--- config.mk ---
export PLATFORM = sky130hd
export DESIGN_NAME = dtmf_pair_detector
export DESIGN_NICKNAME = d
export VERILOG_FILES = /design/src/rtl/dtmf_pkg.sv /design/src/rtl/tone_window_match.sv /design/src/rtl/tone_period_meter.sv /design/src/rtl/dtmf_pair_detector.sv
export SDC_FILE = /design/constraint.sdc
export NUM_CORES = 1
export LEC_CHECK = 0
export BUFFER_PORTS_ARGS = -buffer_cell sky130_fd_sc_hd__buf_2
export CAP_MARGIN = 10
export CORE_UTILIZATION = 55
export DETAILED_ROUTE_END_ITERATION = 16
export PLACE_DENSITY_LB_ADDON = 0.12
export SLEW_MARGIN = 15
export SYNTH_ARGS = -nofsm -noshare
export SYNTH_HDL_FRONTEND = slang
export SYNTH_SLANG_ARGS = --single-unit
--- constraint.sdc ---
create_clock -name clk -period 10.9 [get_ports clk]
set_clock_uncertainty 0.15 [all_clocks]
set_input_delay 1.635 -clock clk [delete_from_list [all_inputs] [get_ports clk]]
set_output_delay 1.635 -clock clk [all_outputs]
set_load 0.01 [all_outputs]
--- src/rtl/dtmf_pkg.sv ---
package dtmf_pkg;

  typedef logic [1:0] tone_idx_t;

  // Nominal frequency in Hz of entry idx of the low (hi_grp=0) or high group
  function automatic int unsigned grp_freq(input bit hi_grp, input int idx);
    int unsigned f;
    case ({hi_grp, 2'(idx)})
      3'b000:  f = 697;
      3'b001:  f = 770;
      3'b010:  f = 852;
      3'b011:  f = 941;
      3'b100:  f = 1209;
      3'b101:  f = 1336;
      3'b110:  f = 1477;
      default: f = 1633;
    endcase
    return f;
  endfunction

  // Row/column index pair to the 4-bit digit code
  function automatic logic [3:0] pair_code(input tone_idx_t row, input tone_idx_t col);
    logic [3:0] c;
    if (col == 2'd3)
      c = (row == 2'd3) ? 4'd0 : 4'd13 + {2'b00, row};
    else if (row == 2'd3)
      c = (col == 2'd0) ? 4'd11 : (col == 2'd1) ? 4'd10 : 4'd12;
    else
      c = 4'(int'(row) * 3 + int'(col) + 1);
    return c;
  endfunction

endpackage

--- src/rtl/tone_window_match.sv ---
module tone_window_match
  import dtmf_pkg::*;
#(
  parameter int unsigned CLK_HZ   = 3579545,
  parameter int unsigned AVG_N    = 4,
  parameter int unsigned TOL_DIV  = 40,
  parameter bit          HIGH_GRP = 1'b0,
  parameter int unsigned SW       = 17
) (
  input  logic [SW-1:0] period_sum,
  output logic          hit,
  output tone_idx_t     idx
);

  logic [31:0] sum_w;
  logic [3:0]  in_win;

  assign sum_w = 32'(period_sum);

  for (genvar g = 0; g < 4; g++) begin : g_win
    localparam int unsigned NOM  = AVG_N * CLK_HZ / grp_freq(HIGH_GRP, g);
    localparam int unsigned LO_B = NOM - NOM / TOL_DIV;
    localparam int unsigned HI_B = NOM + NOM / TOL_DIV;
    assign in_win[g] = (sum_w >= LO_B) && (sum_w <= HI_B);
  end

  always_comb begin
    hit = 1'b0;
    idx = '0;
    for (int g = 0; g < 4; g++) begin
      if (in_win[g]) begin
        hit = 1'b1;
        idx = tone_idx_t'(g);
      end
    end
  end

endmodule

--- src/rtl/tone_period_meter.sv ---
module tone_period_meter
  import dtmf_pkg::*;
#(
  parameter int unsigned CLK_HZ      = 3579545,
  parameter int unsigned AVG_N       = 4,
  parameter int unsigned TOL_DIV     = 40,
  parameter int unsigned TIMEOUT_CYC = 14318,
  parameter bit          HIGH_GRP    = 1'b0
) (
  input  logic      clk,
  input  logic      rst_n,
  input  logic      wave_in,
  output logic      tone_ok,
  output tone_idx_t tone_idx
);

  localparam int unsigned CW = $clog2(TIMEOUT_CYC + 2);
  localparam int unsigned SW = CW + $clog2(AVG_N) + 1;
  localparam int unsigned FW = $clog2(AVG_N + 1);

  logic [2:0]    sync_q;
  logic          rise;
  logic [CW-1:0] cnt;
  logic          started;
  logic [FW-1:0] fill;
  logic [CW-1:0] hist [AVG_N];
  logic [SW-1:0] sum;
  logic          hit;

  assign rise = sync_q[1] & ~sync_q[2];

  always_ff @(posedge clk or negedge rst_n) begin
    if (!rst_n) sync_q <= '0;
    else        sync_q <= {sync_q[1:0], wave_in};
  end

  always_ff @(posedge clk or negedge rst_n) begin
    if (!rst_n) begin
      cnt     <= '0;
      started <= 1'b0;
      fill    <= '0;
      sum     <= '0;
      for (int i = 0; i < AVG_N; i++) hist[i] <= '0;
    end else if (rise) begin
      cnt     <= CW'(1);
      started <= 1'b1;
      if (started) begin
        hist[0] <= cnt;
        for (int i = 1; i < AVG_N; i++) hist[i] <= hist[i-1];
        sum <= sum + SW'(cnt) - SW'(hist[AVG_N-1]);
        if (fill != FW'(AVG_N)) fill <= fill + 1'b1;
      end
    end else if (cnt > CW'(TIMEOUT_CYC)) begin
      started <= 1'b0;
      fill    <= '0;
      sum     <= '0;
      for (int i = 0; i < AVG_N; i++) hist[i] <= '0;
    end else begin
      cnt <= cnt + 1'b1;
    end
  end

  tone_window_match #(
    .CLK_HZ  (CLK_HZ),
    .AVG_N   (AVG_N),
    .TOL_DIV (TOL_DIV),
    .HIGH_GRP(HIGH_GRP),
    .SW      (SW)
  ) u_match (
    .period_sum(sum),
    .hit       (hit),
    .idx       (tone_idx)
  );

  assign tone_ok = (fill == FW'(AVG_N)) && hit;

endmodule

--- src/rtl/dtmf_pair_detector.sv ---
module dtmf_pair_detector
  import dtmf_pkg::*;
#(
  parameter int unsigned CLK_HZ  = 3579545,
  parameter int unsigned AVG_N   = 4,
  parameter int unsigned TOL_DIV = 40
) (
  input  logic       clk,
  input  logic       rst_n,
  input  logic       lo_wave,
  input  logic       hi_wave,
  output logic       early_steer,
  output logic [3:0] digit_code
);

  localparam int unsigned TIMEOUT_CYC = CLK_HZ / 250;

  logic [1:0] waves;
  logic [1:0] ch_ok;
  tone_idx_t  ch_idx [2];

  assign waves = {hi_wave, lo_wave};

  for (genvar ch = 0; ch < 2; ch++) begin : g_ch
    tone_period_meter #(
      .CLK_HZ     (CLK_HZ),
      .AVG_N      (AVG_N),
      .TOL_DIV    (TOL_DIV),
      .TIMEOUT_CYC(TIMEOUT_CYC),
      .HIGH_GRP   (ch == 1)
    ) u_meter (
      .clk     (clk),
      .rst_n   (rst_n),
      .wave_in (waves[ch]),
      .tone_ok (ch_ok[ch]),
      .tone_idx(ch_idx[ch])
    );
  end

  always_ff @(posedge clk or negedge rst_n) begin
    if (!rst_n) begin
      early_steer <= 1'b0;
      digit_code  <= 4'd0;
    end else begin
      early_steer <= &ch_ok;
      if (&ch_ok) digit_code <= pair_code(ch_idx[0], ch_idx[1]);
    end
  end

endmodule

==> summary.txt <==
Clock network
  • Clock Sinks: 193
  • Reg clk slew, reported paths: 0.07 ns
  • CTS tree: done
  • Max clock buf depth: 2
  • Clock insertion delay at the later pin of the skew report: 0.44 ns
  • H-Tree Depth: 4
  • Hold-fix buffers, CTS: 0
  • Cts bufs inserted: 17
  • Clk root buf: clkbuf_16
  • CTS resizes: 0
  • Post-CTS Setup Repair Bufs: 0

Detailed routing
  • DRT antenna net count: 0
  • Starting DRT DRC Count: 646
  • Via Count: 8056
  • Post-DR vias/cell: 5.863
  • WL/cell: 17.15 um
  • Drt pass-1 iters: 5
  • Final wirelength: 23560 um
  • DR DRC count: 0

Synth
  • Asr flop ratio synth: 1.000
  • Post-synth top area cell: dfrtp_1
  • Mapped cell area: 11060 um2
  • Top FF cell, synth: dfrtp_1
  • Synthesized flop and latch total: 193
  • Synth unique cells: 75
  • Largest cells by area after synthesis: dfrtp_1 (44%), a22o_1 (7.3%), ha_1 (5.8%)
  • Syn Area/Cell: 9.884 um2
  • Yosys warns: 0
  • Synthesized Nets: 1203
  • Register area share after synthesis: 0.4367
  • Cells after Synth: 1119
  • Post-synth EDFFs: 0
  • Yosys top cell area share: 0.4367

Timing
  • Period utilisation layout: 0.3462
  • RSZ-0062 raised after global routing: false
  • Crit path time final: 3.774 ns
  • Setup TNS: 0 ns
  • # setup viols final: 0
  • Actual slew at the worst max-slew pin: 1.087 ns
  • Highest Clock Rate: 265.0 MHz
  • Pins over their slew limit: 0
  • Relative slew slack: 0.2757
  • Final hold vios: 0
  • Setup WS post-layout: 7.126 ns

Pwr
  • Lkg Pwr: 5.569 nW
  • Clock share of power: 0.191
  • Gate power share: 0.505
  • Cell area power density: 288.5 nW/um2
  • VDD IR max: 134.4 uV
  • Switch share: 0.4323
  • Sequential power share: 0.304
  • P_int: 1.942 mW
  • P_sw: 1.479 mW

Critical path
  • Reg2Reg Setup Slack: 7.13 ns
  • Worst EP arrival: 3.93 ns
  • CP Launch Type: flop
  • Worst r2r src: g_ch[0].u_meter.sum[1]$_DFFE_PN0P_
  • CP Max Fanout: 9
  • CP required: 11.06 ns
  • Worst r2r path cells: 11
  • Kind of critical path: reg -> reg
  • Crit path capture type: flop
  • FF-to-FF End: g_ch[0].u_meter.sum[14]$_DFFE_PN0P_

Cells and area
  • Share of cells above drive strength 1: 0.06763
  • ANT cells: 0
  • Area overhead of the layout relative to synthesis: 7.217%
  • Nets: 1180
  • Commonest non-fill, non-tap cells in the layout: dfrtp_1 (193), inv_1 (136), nand2_1 (98), a22o_1 (92), o21ai_0 (73)
  • Commonest non-fill, non-tap cell in the layout: dfrtp_1

Global route
  • Largest net degree at the start of global routing: 78
  • All-layer global routing usage: 0.2462
  • First-pass GRT wire length: 39140 um
  • Grt ovf: 0
  • Vias in the first global route: 7484
  • Initial antenna violation count: 0

Floorplan
  • Die Wd: 143.8 um
  • Die Y: 143.8 um
  • Die Area: 20680 um2
  • Initial Util: 0.5646
  • Num rows: 51
  • CORE AREA: 19590 um2
  • Boundary pin count: 9

Placed design
  • DP Worst Slack: 7.000 ns
  • Detail Placement HPWL: 16450 um
  • PortBufs: 8
  • Gpl congestion: 0.8990

Hold path
  • Cells on Worst Hold Path: 0
  • Hold_sp: g_ch[1].u_meter.sync_q[0]$_DFF_PN0_
  • Min-Delay Path Class: reg -> reg
  • Hold EP: g_ch[1].u_meter.sync_q[1]$_DFF_PN0_

Flow run
  • Max cap viols: 0

Status
  • Status: finished, final reports clean
[critical path: stages, from the launching register on]
cell,delay (ns)
dfrtp_1,0.50
inv_1,0.14
fa_1,0.57
inv_1,0.07
fa_1,0.47
a211oi_1,0.38
o21bai_1,0.15
o2bb2ai_1,0.17
o41ai_1,0.56
o21ai_0,0.23
xnor2_1,0.17
o21ai_0,0.09
[Yosys cell counts (5+ instances only)]
library cell and number:
nand2_1 98, xnor2_1 31, o21ai_0 73, a21o_1 11, nor4_1 12, a22o_1 92, ha_1 51, and3_1 7
o2111ai_1 6, buf_2 25, inv_1 136, o21bai_1 5, nor2b_1 9, nor3_1 21, or2_2 5, dfrtp_1 193
nand4_1 21, fa_1 29, xor2_1 15, nand3_1 22, clkbuf_1 27, or3_1 8, nand2b_1 6, nor2_1 49
and2_1 5, a211oi_1 12, o31ai_1 12, a21oi_1 44
[flip-flops by register name, summed over array words and instances (netlist names)]
| register | cells |
|---|---|
| g_ch.u_meter.started | 2 |
| g_ch.u_meter.sum | 34 |
| g_ch.u_meter.fill | 6 |
| early_steer | 1 |
| digit_code | 4 |
| g_ch.u_meter.sync_q | 6 |
| g_ch.u_meter.hist | 112 |
| g_ch.u_meter.cnt | 28 |
[routing by layer]
| layer | part of all wire | vias to the layer above | track usage |
|---|---|---|---|
| met2 | 0.42 | 165 | 0.3388 |
| met4 | 0.0076 | 0 | 0.05767 |
| met3 | 0.039 | 15 | 0.03532 |
| met5 | 0 | - | 0 |
| met1 | 0.53 | 3989 | 0.4006 |
| li1 | - | 3887 | - |
[area by class of cell]
| cell class | instances | area [um2] |
|---|---|---|
| Timing Repair Buffer | 17 | 116.4 |
| Multi-Input combinational cell | 731 | 5450 |
| Inverter | 136 | 510.5 |
| Fill cell | 1685 | 7731 |
| Clock inverter | 14 | 191.4 |
| Clock buffer | 18 | 429.2 |
| Sequential cell | 193 | 4830 |
| Tap cell | 265 | 331.6 |
[through the flow]
stage / power, mW / util / instances / hold slack, ns / instance area (um2)
after floorplan: 2.412 / - / 1119 / 0.1812 / 11060
after global placement: 2.724 / 0.5737 / 1342 / 0.1846 / 11240
after detailed placement: 2.757 / 0.5737 / 1342 / 0.1888 / 11240
after CTS: 3.424 / 0.6054 / 1374 / 0.2098 / 11860
after global routing: 3.724 / 0.6054 / 1374 / 0.2200 / 11860
final: 3.421 / 0.6054 / 1374 / 0.2064 / 11860
[worst max path at each step]
stage,from,to,cells past startpoint
floorplan,g_ch[0].u_meter.sum[16]$_DFFE_PN0P_,digit_code[3]$_DFFE_PN0P_,15
global placement,rst_n,g_ch[1].u_meter.sum[5]$_DFFE_PN0P_,3
detailed placement,rst_n,g_ch[0].u_meter.hist[24]$_DFFE_PN0P_,3
CTS,g_ch[0].u_meter.sum[1]$_DFFE_PN0P_,g_ch[0].u_meter.sum[14]$_DFFE_PN0P_,11
global route,g_ch[0].u_meter.sum[1]$_DFFE_PN0P_,g_ch[0].u_meter.sum[14]$_DFFE_PN0P_,11
finish,g_ch[0].u_meter.sum[1]$_DFFE_PN0P_,g_ch[0].u_meter.sum[14]$_DFFE_PN0P_,11
[logic make-up (layout without fill, tap and decap cells)]
| logic type | Yosys count | after routing | share of synthesized area |
|---|---|---|---|
| adders and majority gates | 80 | 80 | 0.1102 |
| muxes | 9 | 9 | 0.009841 |
| and+or+nand+nor | 293 | 293 | 0.1367 |
| AOI/OAI and AO/OA | 303 | 303 | 0.1981 |
| buffers and inverters | 195 | 185 | 0.07217 |
| DFF | 193 | 193 | 0.4367 |
| xor gates and xnor gates | 46 | 46 | 0.03643 |
[power by group through the flow]
stage                     registers [mW]  logic [mW]  clock network [mW]
final                               1.04        1.73               0.654
after floorplan                    0.931        1.48                   0
after detailed placement            1.05        1.71                   0
after CTS                           1.03        1.72               0.670
after global placement              1.05        1.68                   0
after global routing                1.06        1.96               0.698
No activity file was read; power rests on OpenSTA's default activity.
